**config.mk**
```make
export PLATFORM = sky130hd
export DESIGN_NAME = rst_seq_ctrl
export DESIGN_NICKNAME = d
export VERILOG_FILES = /design/src/rtl/rst_seq_pkg.sv /design/src/rtl/rst_sync2.sv /design/src/rtl/bod_glitch_filter.sv /design/src/rtl/settle_timer.sv /design/src/rtl/rst_seq_ctrl.sv
export SDC_FILE = /design/constraint.sdc
export NUM_CORES = 1
export LEC_CHECK = 0
export BUFFER_PORTS_ARGS = -buffer_cell sky130_fd_sc_hd__buf_2
export CAP_MARGIN = 20
export CORE_ASPECT_RATIO = 0.75
export CORE_MARGIN = 8
export CORE_UTILIZATION = 35
export CTS_CLUSTER_SIZE = 20
export DETAILED_ROUTE_END_ITERATION = 10
export GPL_TIMING_DRIVEN = 0
export SLEW_MARGIN = 20
export SYNTH_ARGS = -nofsm -noshare
export SYNTH_HDL_FRONTEND = slang
export SYNTH_SLANG_ARGS = --single-unit
```
**constraint.sdc**
```tcl
create_clock -name clk_i -period 2.4 [get_ports clk_i]
set_input_delay 0.36 -clock clk_i [delete_from_list [all_inputs] [get_ports clk_i]]
set_output_delay 0.36 -clock clk_i [all_outputs]
set_load 0.02 [all_outputs]
```
**src/rtl/rst_seq_pkg.sv**
```systemverilog
package rst_seq_pkg;
  typedef enum logic [1:0] {ST_HOLD, ST_SETTLE, ST_RUN} seq_state_e;
  localparam int CAUSE_W   = 3;
  localparam int CAUSE_EXT = 0;
  localparam int CAUSE_POR = 1;
  localparam int CAUSE_BOD = 2;
endpackage

```
**src/rtl/rst_sync2.sv**
```systemverilog
module rst_sync2 #(
  parameter int           W       = 1,
  parameter logic [W-1:0] RST_VAL = '0
) (
  input  logic         clk_i,
  input  logic         rst_ni,
  input  logic [W-1:0] d_i,
  output logic [W-1:0] q_o
);
  logic [W-1:0] meta_q, sync_q;

  always_ff @(posedge clk_i or negedge rst_ni) begin
    if (!rst_ni) begin
      meta_q <= RST_VAL;
      sync_q <= RST_VAL;
    end else begin
      meta_q <= d_i;
      sync_q <= meta_q;
    end
  end

  assign q_o = sync_q;
endmodule

```
**src/rtl/bod_glitch_filter.sv**
```systemverilog
module bod_glitch_filter #(
  parameter int FILT_LEN = 8
) (
  input  logic clk_i,
  input  logic rst_ni,
  input  logic bod_s_i,
  input  logic filt_en_i,
  output logic evt_o
);
  localparam int CW = $clog2(FILT_LEN + 1);
  localparam logic [CW-1:0] LEN = CW'(FILT_LEN);

  logic [CW-1:0] run_q;

  // consecutive-high run length, saturating at LEN
  always_ff @(posedge clk_i or negedge rst_ni) begin
    if (!rst_ni)          run_q <= '0;
    else if (!bod_s_i)    run_q <= '0;
    else if (run_q != LEN) run_q <= run_q + 1'b1;
  end

  assign evt_o = filt_en_i ? (run_q == LEN) : bod_s_i;

  assert_filter_block_R8: assert property (@(posedge clk_i) disable iff (!rst_ni)
    (filt_en_i && !bod_s_i) |=> (!evt_o || !filt_en_i));
endmodule

```
**src/rtl/settle_timer.sv**
```systemverilog
module settle_timer #(
  parameter int SETTLE_CYC = 2_000_000
) (
  input  logic clk_i,
  input  logic rst_ni,
  input  logic clear_i,
  input  logic run_i,
  output logic done_o
);
  localparam int CW = $clog2(SETTLE_CYC + 1);
  localparam logic [CW-1:0] LAST = CW'(SETTLE_CYC - 1);

  logic [CW-1:0] cnt_q;

  always_ff @(posedge clk_i or negedge rst_ni) begin
    if (!rst_ni)                     cnt_q <= '0;
    else if (clear_i)                cnt_q <= '0;
    else if (run_i && cnt_q != LAST) cnt_q <= cnt_q + 1'b1;
  end

  assign done_o = run_i && !clear_i && (cnt_q == LAST);

  initial assert (SETTLE_CYC >= 2);

  assert_restart_R11: assert property (@(posedge clk_i) disable iff (!rst_ni)
    clear_i |=> !done_o);
endmodule

```
**src/rtl/rst_seq_ctrl.sv**
```systemverilog
module rst_seq_ctrl
  import rst_seq_pkg::*;
#(
  parameter int SETTLE_CYC = 2_000_000,
  parameter int FILT_LEN   = 8
) (
  input  logic               clk_i,
  input  logic               rst_ni,
  input  logic               ext_rst_ni,
  input  logic               por_i,
  input  logic               bod_i,
  input  logic               bod_en_i,
  input  logic               bod_filt_en_i,
  input  logic               bod_rst_sel_i,
  input  logic [CAUSE_W-1:0] cause_clr_i,
  output logic               sys_rst_no,
  output logic               bod_irq_o,
  output logic [CAUSE_W-1:0] cause_o
);
  localparam logic [2:0]         SYNC_RST  = 3'b011;  // ext and por asserted
  localparam logic [CAUSE_W-1:0] CAUSE_RST = CAUSE_W'(1) << CAUSE_POR;

  logic [2:0] raw, syn;
  logic ext_s, por_s, bod_s;
  logic bod_evt, bod_ok, bod_rst_evt, bod_irq_evt;
  logic src_hold, booted_q, tmr_clear, tmr_done, irq_q;
  logic [CAUSE_W-1:0] cause_q, cause_set;
  seq_state_e state_q, state_d;

  assign raw = {bod_i, por_i, ~ext_rst_ni};

  rst_sync2 #(.W(3), .RST_VAL(SYNC_RST)) u_sync (
    .clk_i(clk_i), .rst_ni(rst_ni), .d_i(raw), .q_o(syn)
  );
  assign {bod_s, por_s, ext_s} = syn;

  bod_glitch_filter #(.FILT_LEN(FILT_LEN)) u_filt (
    .clk_i(clk_i), .rst_ni(rst_ni), .bod_s_i(bod_s),
    .filt_en_i(bod_filt_en_i), .evt_o(bod_evt)
  );

  assign bod_ok      = bod_en_i & bod_evt;
  assign bod_rst_evt = bod_ok & bod_rst_sel_i;
  assign bod_irq_evt = bod_ok & ~bod_rst_sel_i;
  assign src_hold    = ext_s | (por_s & ~booted_q);

  always_comb begin
    state_d = state_q;
    unique case (state_q)
      ST_HOLD:   if (!src_hold) state_d = ST_SETTLE;
      ST_SETTLE: if (src_hold) state_d = ST_HOLD;
                 else if (tmr_done) state_d = ST_RUN;
      ST_RUN:    if (src_hold) state_d = ST_HOLD;
                 else if (bod_rst_evt) state_d = ST_SETTLE;
      default:   state_d = ST_HOLD;
    endcase
  end

  assign tmr_clear = (state_q != ST_SETTLE) | bod_rst_evt;

  settle_timer #(.SETTLE_CYC(SETTLE_CYC)) u_tmr (
    .clk_i(clk_i), .rst_ni(rst_ni), .clear_i(tmr_clear),
    .run_i(state_q == ST_SETTLE), .done_o(tmr_done)
  );

  assign cause_set = {bod_rst_evt, por_s & ~booted_q, ext_s};

  always_ff @(posedge clk_i or negedge rst_ni) begin
    if (!rst_ni) begin
      state_q  <= ST_HOLD;
      booted_q <= 1'b0;
      cause_q  <= CAUSE_RST;
      irq_q    <= 1'b0;
    end else begin
      state_q  <= state_d;
      if (state_d == ST_RUN) booted_q <= 1'b1;
      cause_q  <= (cause_q & ~cause_clr_i) | cause_set;
      irq_q    <= bod_irq_evt | (irq_q & ~cause_clr_i[CAUSE_BOD]);
    end
  end

  // assertion asynchronous through the pin, release on a clock edge
  assign sys_rst_no = (state_q == ST_RUN) & ext_rst_ni;
  assign bod_irq_o  = irq_q;
  assign cause_o    = cause_q;

  assert_src_blocks_release_R2: assert property (@(posedge clk_i) disable iff (!rst_ni)
    src_hold |=> state_q != ST_RUN);

  assert_release_sync_R3: assert property (@(posedge clk_i) disable iff (!rst_ni)
    $rose(state_q == ST_RUN) |-> $past(state_q) == ST_SETTLE);

  assert_por_ignored_R4: assert property (@(posedge clk_i) disable iff (!rst_ni)
    (booted_q && state_q == ST_RUN && !ext_s && !bod_rst_evt) |=> state_q == ST_RUN);

  assert_bod_off_irq_R5: assert property (@(posedge clk_i) disable iff (!rst_ni)
    !bod_en_i |=> !$rose(bod_irq_o));

  assert_bod_off_cause_R5: assert property (@(posedge clk_i) disable iff (!rst_ni)
    !bod_en_i |=> !$rose(cause_o[CAUSE_BOD]));

  assert_irq_hold_R7: assert property (@(posedge clk_i) disable iff (!rst_ni)
    (bod_irq_o && !cause_clr_i[CAUSE_BOD]) |=> bod_irq_o);

  assert_bod_reset_R6: assert property (@(posedge clk_i) disable iff (!rst_ni)
    bod_rst_evt |=> state_q != ST_RUN);
endmodule

```
==> Word-level counts from Yosys, hierarchy flattened <==
Cells that the tools add are included.
{ "totals": {"reg_bits": 38, "in_bits": 11, "out_inout_bits": 5, "elab_cells": 52} }
{ "op_classes": {"addsub": 2, "n_eq_ne": 9, "mux": 11, "n_bitwise": 16, "reduce_logical": 6} }
{ "ops": {"columns": ["op", "n"], "rows": [
  ["$mux 21", 2],
  ["$add 21x1->21 const B", 1],
  ["$eq 21x21->1 const B", 1],
  ["$ne 21x21->1 const B", 1],
  ["$mux 2", 5],
  ["$mux 4", 2],
  ["$and 1x1->1", 6],
  ["$pmux 2 s3", 1],
  ["$add 4x1->4 const B", 1],
  ["$eq 2x2->1 const B", 2],
  ["$eq 4x4->1 const B", 1],
  ["$ne 2x1->1 const B", 2],
  ["$ne 4x4->1 const B", 1],
  ["$not 1->1", 4],
  ["$and 3x3->3", 1],
  ["$logic_and 1x1->1", 3],
  ["$not 3->3", 1],
  ["$or 1x1->1", 3],
  ["$or 3x3->3", 1],
  ["$eq 2x1->1 const B", 1],
  ["$logic_not 2->1", 1],
  ["$reduce_bool 2->1", 1],
  ["$logic_not 1->1", 1],
  ["$mux 1", 1]
]} }

==> Longest topological paths before layout <==
{ "logic_depth": {"ltp_word": 12, "mapped_depth": 7, "ltp_nobuf": 6} }

==> Hierarchy <==
A second synthesis with hierarchy kept.
{ "unflattened": {"cells_unflattened": 183, "hier_area_um2": 1869.3} }
{ "by_module_without_submodules": {"columns": ["module", "n_inst", "cells_per_inst", "area_per_inst_um2", "seq_area_each_um2"], "rows": [
  ["settle_timer", 1, 127, 1172.4, 525.5],
  ["rst_seq_ctrl", 1, 29, 314.1, 176.4],
  ["bod_glitch_filter", 1, 21, 227.7, 100.1],
  ["rst_sync2", 1, 6, 155.1, 155.1]
]} }

==> Least setup slack after synthesis <==
Ideal clock, no wire load.
{ "synth_path": {"path_type": "register to register", "from": "register u_tmr.cnt_q[0]", "to": "register u_tmr.cnt_q[20]", "setup_time_ns": 0.078, "t_arrival_ns": 1.940, "t_required_ns": 2.322, "path_slack_ns": 0.382, "path_stages_with_launch": 7, "path_buffers": 1, "synth_period_minus_slack_ns": 2.018, "path_cell_list": "dfrtp_1 -> ha_1 -> nand4_1 -> or4_1 -> buf_2 -> or4_1 -> a21oi_1"} }
{ "synth_between": {"elab_chain_cells": 3, "word_cells_on_any_way": 6, "cone_classes": "1 x add/sub; 1 x eq/ne; 2 x mux; 2 x reduce/logical"} }
{ "synth_rtl": {"columns": ["element", "line_no", "text"], "rows": [
  ["start: declaration", "settle_timer.sv:13", "logic [CW-1:0] cnt_q;"],
  ["start signal: assignment", "settle_timer.sv:18", "else if (run_i && cnt_q != LAST) cnt_q <= cnt_q + 1'b1;"],
  ["$add 21x1->21 or $ne 21x21->1 (tied branches)", "settle_timer.sv:18", null],
  ["$mux 21 or $logic_and 1x1->1 (tied branches)", "settle_timer.sv:18", null],
  ["$mux 21 or $reduce_bool 2->1 (tied branches)", null, null]
]} }
Parallel ways exist; a longest one is shown, timed or not. The select of a mux whose other input is x is not followed.
A chain may end at the register's enable or synchronous reset.

==> Final worst setup path <==
Ends and elaborated chain as after synthesis.

==> impl_metrics.ini <==
[run_status]
status = complete, no violations

[timing]
tightestPinTransition_ns = 0.821
maxSlewHeadroom_pct = 45.3
rsz0062_at_grt = no
final_hold_viol_count = 0
post-route-min-period_ns = 2.23
setup_tns_ns = 0
setup_violations = 0
clock_skew_ns = 0.00530
whs_ns = 0.155
fin_crit_sh_pct = 93.1
max_freq_mhz = 448
setup_slack_ns = 0.166
maxSlewViolCount = 0

[grt]
grt_max_degree = 39
grt_pass1_vias = 1252
grt_pass1_wl_microns = 6090
grt_usage_pct = 9.92
overflow = 0
antenna_found_initial = 0

[critical_path]
crit_arrival_ns = 2.45
cpMaxStageDelayCell = or4_1
start_kind = register
crit_family = simple AND/OR/NAND/NOR gates
worstPathCellList = ha_2 -> nand4_1 -> or4_1 -> buf_2 -> or4_1 -> a21oi_1
path_max_fanout = 7
critPathRequiredTime_ns = 2.62
crit_buf_inv = 1
r2r_setup_slack_ns = 0.17
path_common_cell = or4_1
setup.worst_path.class = register to register
cpPeakStageDelay_ns = 0.58
cp-end-kind = register

[logic_synthesis]
seq_area_frac_synth_pct = 53.5
synth-seq-cells = 38
syn-num-nets = 193
postSynthAreaPerCell_sq_um = 9.99
synthCells = 179
postSynth.asyncResetShare_pct = 100
synth_ff_type = dfrtp_1
synth_area_sq_um = 1790
synth_cell_types = 38
yosys_warnings = 0
synth-edff-count = 0

[detailed_routing]
wl_per_cell_microns = 13.5
drc = 0
vias = 1382
postRouteAntennaNets = 0
drt_iter0_drc = 54
drt_pass1_iterations = 4
routed_wl_microns = 3560
vias_per_cell = 5.25

[floorplan]
core-area_sq_um = 4900
die_w_microns = 98.5
dieHeight_microns = 77.9
rows = 22
start_util_pct = 36.5
ioPinCount = 16
dieArea_sq_um = 7680

[cells_and_area]
fillers = 479
antenna_cells = 0
fin_cells = 263
drive_gt1_share_pct = 17.2
syn_to_final_growth_pct = 16.7
multiInputGateArea_sq_um = 763
nets = 216
seqCellArea_sq_um = 957

[power_and_ir_drop]
power_density_nw_per_um2 = 669
peakVddDrop_mv = 0.302
leakage_nw = 0.871

[place]
gp_congestion = 0.778
placed_cells = 254
port_buffers = 15
pre_cts_ws_ns = 0.178
dp_hpwl_microns = 2440

[hold_path]
hp-class = input port to async pin

[clocking]
numCtsBuffers = 5
clock-sinks = 38
clkSlewWorstSetupHoldPaths_ns = 0.07
worstSkewPairLatency_ns = 0.29
cts_max_level = 2
clk_path_buf_depth = 2
cts_root_buf = clkbuf_8
cts_tree = done

[flow_run]
drv_cap = 0
[cells in the mapped netlist, types with 3 or more instances]
cell type,count,area (sq um)
nor2b_1,3,18.8
nand2_1,11,41.3
dfstp_2,5,131
a21oi_1,14,70.1
nand4_1,3,18.8
clkbuf_1,3,11.3
o21ai_0,8,40.0
xnor2_1,6,52.6
nor3_1,6,30.0
o31ai_1,4,30.0
ha_1,3,37.5
a31oi_1,3,18.8
inv_1,13,48.8
nand3_1,10,50.1
dfrtp_1,33,826
or3_1,4,25.0
nor2_1,11,41.3
o21ai_1,3,15.0
and3_1,3,18.8
or4_1,8,60.1
[registers in the layout, summed over array words and instances (netlist names)]
register,flops
u_tmr.cnt_q,21
u_sync.meta_q,3
state_q,2
u_filt.run_q,4
cause_o,3
booted_q,1
u_sync.q_o,3
bod_irq_o,1
[worst paths after layout]
path                                  startpoint               end  cells past startpoint
worst max-delay path              u_tmr.cnt_q[0]   u_tmr.cnt_q[20]                      6
worst min-delay path                      rst_ni   u_filt.run_q[1]                      1
worst max register to register    u_tmr.cnt_q[0]   u_tmr.cnt_q[20]                      6
worst min register to register  u_sync.meta_q[2]     u_sync.q_o[2]                      0
max in group asynchronous                 rst_ni    u_tmr.cnt_q[5]                      1
min in group clk_i                         por_i  u_sync.meta_q[1]                      1
[report_power, final]
group,total (mW),switching (mW),internal [mW]
clock,0.651,0.235,0.416
sequential,0.674,0.0136,0.660
combinational,0.0698,0.0443,0.0255
total,1.39,0.293,1.10
[layout by cell type (no fill, tap or decap), types with 3 or more instances in the layout]
cell type,instances
buf_2,17
o21ai_0,8
inv_1,13
dfrtp_1,33
and3_1,3
dfstp_2,5
nor2_1,11
clkbuf_1,3
or4_1,8
o21ai_1,3
nor2b_1,3
o31ai_1,4
nand3_1,10
nand2_1,11
xnor2_1,6
nor3_1,6
clkbuf_8,5
a21oi_1,14
or3_1,4
nand4_1,3
a31oi_1,3
[layer usage]
layer	vias to the layer above	share of wire, %	track usage [%]
met3	7	3.7	3.12
met5	-	0	0
met2	22	44	14.0
li1	696	-	-
met4	0	1.2	4.58
met1	657	51	13.4
[layout make-up]
cell class | count | area share [%]
Buffer | 5 | 1.02
Clock buffer | 5 | 3.30
Clock inverter | 3 | 3.30
Inverter | 13 | 2.34
Multi-Input combinational cell | 123 | 36.6
Sequential cell | 38 | 45.9
Tap cell | 60 | 3.60
Timing Repair Buffer | 16 | 3.96
[timing repair]
item                       CTS  global route
setup endpoints to repair    0             1
gates resized for setup      0             1
setup buffers                0             1
hold buffers                 0             0
[worst register-to-register path: stages, from the launching register on]
cell,delay (ns)
dfrtp_1,0.42
ha_2,0.24
nand4_1,0.20
or4_1,0.58
buf_2,0.18
or4_1,0.40
a21oi_1,0.15
[stage by stage]
step,utilization [%],instance area [sq um],power (mW)
2_1_floorplan,-,1790,0.721
5_1_grt,42.6,2090,1.45
6_report,42.6,2090,1.39
3_5_place_dp,39.6,1940,0.757
4_1_cts,42.4,2080,1.42
3_3_place_gp,39.6,1940,0.755
[kinds of logic after synthesis]
group	Yosys count	share of synthesized area (%)
flip-flops	38	53.5
buffers and inverters	18	3.92
adder cells (fa/ha/maj)	3	2.10
XOR/XNOR	8	3.92
AND/OR/NAND/NOR	70	22.3
AO/OA/AOI/OAI	40	13.1
multiplexers	2	1.12
Power figures use the tool's default switching activity.
